### src/rtl/por_seq_pkg.sv
package por_seq_pkg;
   typedef enum logic {
      TMR_IDLE = 1'b0,
      TMR_RUN  = 1'b1
   } tmr_state_e;

   // counter width able to hold values 0..max_val
   function automatic int cnt_width(input int max_val);
      return (max_val < 2) ? 1 : $clog2(max_val + 1);
   endfunction
endpackage

### src/rtl/por_sync.sv
module por_sync #(
   parameter int STAGES  = 2,
   parameter bit RST_VAL = 1'b0
) (
   input  logic clk,
   input  logic arst_n,
   input  logic din,
   output logic dout
);
   if (STAGES < 2) begin : g_bad_stages
      $error("por_sync: STAGES must be at least 2");
   end

   logic [STAGES-1:0] chain;

   always_ff @(posedge clk or negedge arst_n) begin
      if (!arst_n) chain <= {STAGES{RST_VAL}};
      else         chain <= {chain[STAGES-2:0], din};
   end

   assign dout = chain[STAGES-1];
endmodule

### src/rtl/por_qualify.sv
module por_qualify #(
   parameter int LEN = 5
) (
   input  logic clk,
   input  logic arst_n,
   input  logic lvl,
   output logic fire,
   output logic full
);
   import por_seq_pkg::*;

   if (LEN < 2) begin : g_bad_len
      $error("por_qualify: LEN must be at least 2");
   end

   localparam int CW = cnt_width(LEN);

   logic [CW-1:0] run_cnt;

   always_ff @(posedge clk or negedge arst_n) begin
      if (!arst_n)    run_cnt <= '0;
      else if (!lvl)  run_cnt <= '0;
      else if (!full) run_cnt <= run_cnt + 1'b1;
   end

   assign full = (run_cnt == CW'(LEN));
   assign fire = lvl && (run_cnt == CW'(LEN - 1));

   // a qualified event needs the level already present one cycle earlier
   a_r4_fire_needs_run: assert property (@(posedge clk) disable iff (!arst_n)
      fire |-> $past(lvl));
endmodule

### src/rtl/por_delay.sv
module por_delay #(
   parameter int TICKS = 16
) (
   input  logic clk,
   input  logic arst_n,
   input  logic run_en,
   input  logic tick,
   input  logic trig,
   output logic busy
);
   import por_seq_pkg::*;

   if (TICKS < 1) begin : g_bad_ticks
      $error("por_delay: TICKS must be at least 1");
   end

   localparam int TW = cnt_width(TICKS - 1);

   tmr_state_e    state;
   logic [TW-1:0] tcnt;

   always_ff @(posedge clk or negedge arst_n) begin
      if (!arst_n) begin
         state <= TMR_RUN;
         tcnt  <= '0;
      end else if (trig) begin
         state <= TMR_RUN;
         tcnt  <= '0;
      end else if (state == TMR_RUN && run_en && tick) begin
         if (tcnt == TW'(TICKS - 1)) state <= TMR_IDLE;
         else                        tcnt  <= tcnt + 1'b1;
      end
   end

   assign busy = (state == TMR_RUN);

   // the timer only expires on a slow-clock edge with the supply settled
   a_r2_expire_on_tick: assert property (@(posedge clk) disable iff (!arst_n)
      $fell(busy) |-> ($past(tick) && $past(run_en)));
endmodule

### src/rtl/por_seq_ctrl.sv
module por_seq_ctrl #(
   parameter int DELAY_TICKS = 16,
   parameter int EXT_FILTER  = 18,
   parameter int WAKE_QUAL   = 5,
   parameter int SYNC_STAGES = 2
) (
   input  logic clk,
   input  logic slow_clk,
   input  logic supply_ok,
   input  logic wdt_timeout,
   input  logic ext_rst_n,
   input  logic stop_wake,
   input  logic stop_via_timer,
   output logic chip_rst_n,
   output logic warm_start
);
   if (EXT_FILTER <= WAKE_QUAL) begin : g_bad_filter
      $error("por_seq_ctrl: EXT_FILTER is expected to exceed WAKE_QUAL");
   end

   logic por_ok, ext_s, wake_s, slow_s;
   logic wake_d, slow_d;
   logic ext_fire, ext_full_unused;
   logic wake_fire_unused, wake_full;
   logic wake_rise, slow_tick, byp_hold, trig, busy;
   logic rst_q, warm_q;

   // supply-good release synchronizer
   por_sync #(.STAGES(SYNC_STAGES), .RST_VAL(1'b0)) u_sync_por (
      .clk(clk), .arst_n(supply_ok), .din(1'b1), .dout(por_ok));

   por_sync #(.STAGES(SYNC_STAGES), .RST_VAL(1'b1)) u_sync_ext (
      .clk(clk), .arst_n(supply_ok), .din(ext_rst_n), .dout(ext_s));

   por_sync #(.STAGES(SYNC_STAGES), .RST_VAL(1'b0)) u_sync_wake (
      .clk(clk), .arst_n(supply_ok), .din(stop_wake), .dout(wake_s));

   por_sync #(.STAGES(SYNC_STAGES), .RST_VAL(1'b0)) u_sync_slow (
      .clk(clk), .arst_n(supply_ok), .din(slow_clk), .dout(slow_s));

   always_ff @(posedge clk or negedge supply_ok) begin
      if (!supply_ok) begin
         wake_d <= 1'b0;
         slow_d <= 1'b0;
      end else begin
         wake_d <= wake_s;
         slow_d <= slow_s;
      end
   end

   assign wake_rise = wake_s & ~wake_d;
   assign slow_tick = slow_s & ~slow_d;

   por_qualify #(.LEN(EXT_FILTER)) u_ext_filt (
      .clk(clk), .arst_n(supply_ok), .lvl(~ext_s),
      .fire(ext_fire), .full(ext_full_unused));

   por_qualify #(.LEN(WAKE_QUAL)) u_wake_qual (
      .clk(clk), .arst_n(supply_ok), .lvl(wake_s),
      .fire(wake_fire_unused), .full(wake_full));

   assign byp_hold = ~stop_via_timer & wake_full;
   assign trig     = wdt_timeout | ext_fire | (stop_via_timer & wake_rise);

   por_delay #(.TICKS(DELAY_TICKS)) u_delay (
      .clk(clk), .arst_n(supply_ok), .run_en(por_ok), .tick(slow_tick),
      .trig(trig), .busy(busy));

   always_ff @(posedge clk or negedge supply_ok) begin
      if (!supply_ok) begin
         rst_q  <= 1'b0;
         warm_q <= 1'b0;
      end else begin
         rst_q <= ~(busy | trig | byp_hold);
         if (wdt_timeout | ext_fire) warm_q <= 1'b1;
      end
   end

   assign chip_rst_n = rst_q;
   assign warm_start = warm_q;

   // supply loss always holds the chip in reset
   a_r1_supply_low_resets: assert property (@(posedge clk)
      !supply_ok |-> !chip_rst_n);

   // a watchdog pulse reaches the reset output one edge later
   a_r3_wdt_asserts_reset: assert property (@(posedge clk) disable iff (!supply_ok)
      wdt_timeout |=> !chip_rst_n);

   // a qualified bypass wake keeps reset asserted
   a_r7_bypass_holds_reset: assert property (@(posedge clk) disable iff (!supply_ok)
      byp_hold |=> !chip_rst_n);

   // the warm flag is only cleared by supply loss
   a_r9_warm_never_falls: assert property (@(posedge clk) disable iff (!supply_ok)
      !$fell(warm_start));
endmodule

### config.mk
export PLATFORM = sky130hd
export DESIGN_NAME = por_seq_ctrl
export DESIGN_NICKNAME = d
export VERILOG_FILES = /design/src/rtl/por_seq_pkg.sv /design/src/rtl/por_sync.sv /design/src/rtl/por_qualify.sv /design/src/rtl/por_delay.sv /design/src/rtl/por_seq_ctrl.sv
export SDC_FILE = /design/constraint.sdc
export NUM_CORES = 1
export LEC_CHECK = 0
export ABC_CLOCK_PERIOD_IN_PS = 3500
export BUFFER_PORTS_ARGS = -buffer_cell sky130_fd_sc_hd__buf_4
export CAP_MARGIN = 20
export CORE_ASPECT_RATIO = 0.75
export CORE_MARGIN = 2
export CORE_UTILIZATION = 30
export DETAILED_ROUTE_END_ITERATION = 7
export SLEW_MARGIN = 20
export SYNTH_ARGS = -nofsm -noshare
export SYNTH_HDL_FRONTEND = slang
export SYNTH_SLANG_ARGS = --single-unit
### constraint.sdc
create_clock -name clk -period 3.5 [get_ports clk]
set_input_delay 0.35 -clock clk [delete_from_list [all_inputs] [get_ports clk]]
set_output_delay 0.35 -clock clk [all_outputs]
set_load 0.02 [all_outputs]
==> flow_summary.toml <==
[power]
combPwrFrac_pct = 7.0
leakagePower_uw = 0.000547
intPower_uw = 404
clkPwrFrac_pct = 33.6
power.share.sequential_pct = 59.4
peakVddDrop_uv = 250
p_sw_uw = 124
switching_share_pct = 23.5
power_density_nw_per_um2 = 431

[sta]
min_period_ps = 1510
max_freq_ghz = 0.661
grt_setup_unrepaired = "false"
maxSlewViolCount = 0
finalCritPeriodShare_pct = 43.2
clock_skew_ps = 6.25
tns_ps = 0
finalHoldViolCount = 0
setup_slack_ps = 1990
setup_viol = 0

[worst_setup_path]
worstPathMaxFanout = 6
critPathRequiredTime_ps = 3690
endpoint_kind = "flop"
critical_path_class = "reg -> reg"
critPathArrivalTime_ps = 1710
critical_path.startpoint_type = "flop"

[route]
post_drt_wl_per_cell_um = 11.6
viasPerCell = 4.94
firstDrtPassIters = 5
drtIter0Drc = 18
drcViolationCount = 0
wl_um = 1560
ant_nets = 0
vias = 667

[cells_and_area]
nNetsFinal = 109
layout-drive-gt1-share_pct = 22.1
num_antenna_cells = 0
finalInstanceArea_um2 = 1220
syn2layout_area_growth_pct = 16.2

[placement]
io_buffers = 8
gp_congestion = 0.732
hpwl_um = 1130
dp_slack_ps = 1980
place_area_um2 = 1160

[clocking]
h-tree-depth = 1
cts_root_buf = "clkbuf_8"
clock_sinks = 25
clockBufferDepth = 2
cts_tree = "yes"
cts_made_buffers = 3
worstSkewPairLatency_ps = 270
clk_pin_slew_ps = 90

[synth]
synth_compound_area_share_pct = 11.2
syn_nets = 95
synthAdderAreaFrac_pct = 7.13
ys_ff_latch = 25
synth-seq-area-share_pct = 59.7
synth_top_family_by_area = "simple AND/OR/NAND/NOR gates"
synth-simple-area-share_pct = 16.9
synth_warnings = 0
yosysUniqueCellTypes = 32
syn_inst = 82
avgSynthCellArea_um2 = 12.8
muxShareOfSynthArea_pct = 0
synth_xor_xnor_area_share_pct = 3.33
synth_area_um2 = 1050

[floorplan]
die_w_um = 72.4
io_pins = 9
core_area_um2 = 3330
die_h_um = 55.3
start_util_pct = 31.6
die_area_um2 = 4010
placementRows = 18

[global_routing]
track_usage_pct = 9.17
overflow = 0
grt_max_degree = 26
grt_pass1_vias = 661
grt_antenna_before_repair = 0
grt_pass1_wl_um = 2890

[status]
status = "finished, final reports clean"

[run]
drv_cap = 0

[worst_hold_path]
hold_path.class = "in -> reg"
metal layers:
layer / up-vias / track usage (%) / routed length, um
li1: 319 / - / -
met1: 334 / 12.7 / 791
met2: 12 / 13.5 / 687
met3: 2 / 4.01 / 80
met4: 0 / 1.59 / 4
met5: - / 0 / 0
stage by stage:
step / hold WS [ps] / std cells / total power, uW / utilization (%)
6_report: 184 / 135 / 528 / 36.7
5_1_grt: 158 / 135 / 562 / 36.7
4_1_cts: 174 / 135 / 539 / 36.7
3_5_place_dp: 272 / 130 / 357 / 34.9
3_3_place_gp: 269 / 130 / 355 / 34.9
2_1_floorplan: 54.4 / 82 / 339 / -
repair_timing:
| item | 4_1_cts | 5_1_grt |
|---|---|---|
| hold endpoints to repair | 22 | 0 |
| resized for setup | 0 | 0 |
| hold buffers | 1 | 0 |
| buffers inserted | 0 | 0 |
worst paths after layout:
check | slack (ps) | endpoint | cells after the start | from
max in group asynchronous | 2700 | u_sync_ext.chain[0] | 2 | supply_ok
min | 180 | u_sync_slow.chain[0] | 1 | slow_clk
max | 1990 | u_delay.tcnt[2] | 4 | u_ext_filt.run_cnt[0]
min reg2reg | 350 | u_sync_slow.chain[1] | 0 | u_sync_slow.chain[0]
max reg2reg | 1990 | u_delay.tcnt[2] | 4 | u_ext_filt.run_cnt[0]
min in group asynchronous | 510 | u_ext_filt.run_cnt[3] | 2 | supply_ok
cell usage after synthesis, drive strengths merged:
library cell | number | share of area (%)
nand2 | 2 | 0.71
and4b | 2 | 1.9
a31oi | 1 | 0.59
nand4bb | 1 | 1.1
nor2 | 6 | 2.1
a311o | 2 | 2.9
and3b | 1 | 0.95
conb | 1 | 0.36
nand3b | 2 | 1.4
and2 | 1 | 0.59
a21o | 1 | 0.71
or3 | 1 | 0.59
xor2 | 3 | 2.5
nor2b | 1 | 0.83
o211a | 1 | 0.95
a21oi | 4 | 1.9
nand2b | 1 | 0.59
nand4b | 2 | 1.7
o21ai | 3 | 1.4
a41oi | 1 | 0.83
inv | 4 | 1.4
and3 | 1 | 0.59
nand3 | 3 | 1.4
nor3 | 3 | 2.4
dfrtp | 22 | 52
dfstp | 3 | 7.5
a211oi | 2 | 1.9
xnor2 | 1 | 0.83
ha | 6 | 7.1
cell families after synthesis:
logic type,Yosys count
AND/OR/NAND/NOR,27
buffers and inverters,4
adder cells (fa/ha/maj),6
other,1
XOR/XNOR,4
flip-flops,25
AO/OA/AOI/OAI,15
flip-flops by register name, summed over array words and instances, names as in the netlist:
| register | flops |
|---|---|
| warm_start | 1 |
| u_delay.tcnt | 4 |
| u_sync_por.chain | 2 |
| u_sync_ext.chain | 2 |
| slow_d | 1 |
| u_ext_filt.run_cnt | 5 |
| u_sync_wake.chain | 2 |
| chip_rst_n | 1 |
| u_sync_slow.chain | 2 |
| u_wake_qual.run_cnt | 3 |
| wake_d | 1 |
| u_delay.busy | 1 |
worst max-delay path: stages (launching register included):
cell and delay (ps):
dfrtp_1 440, ha_1 210, nor2b_2 160, a311o_4 440, nor3_2 190
layout make-up:
| type | count | area, um^2 |
|---|---|---|
| clock inverter | 1 | 8.76 |
| timing repair buffer | 9 | 70.1 |
| inverter | 4 | 15.0 |
| tap | 40 | 50.0 |
| fill | 334 | 2110 |
| sequential | 25 | 629 |
| clock buffer | 3 | 41.3 |
| multi-input combinational | 53 | 409 |
layout by cell type (no fill, tap or decap), types with 4 or more instances in the layout:
cell type   n
dfrtp_1    22
buf_4       8
nor2_1      6
ha_1        6
inv_1       4
a21oi_1     4
power groups by stage:
stage | clock (uW) | sequential [uW] | combinational (uW)
floorplan | 0 | 317 | 22.0
global placement | 0 | 318 | 36.1
detailed placement | 0 | 319 | 37.3
CTS | 187 | 314 | 38.3
global route | 201 | 316 | 44.7
finish | 177 | 313 | 37.2
No activity file was read; power rests on OpenSTA's default activity.
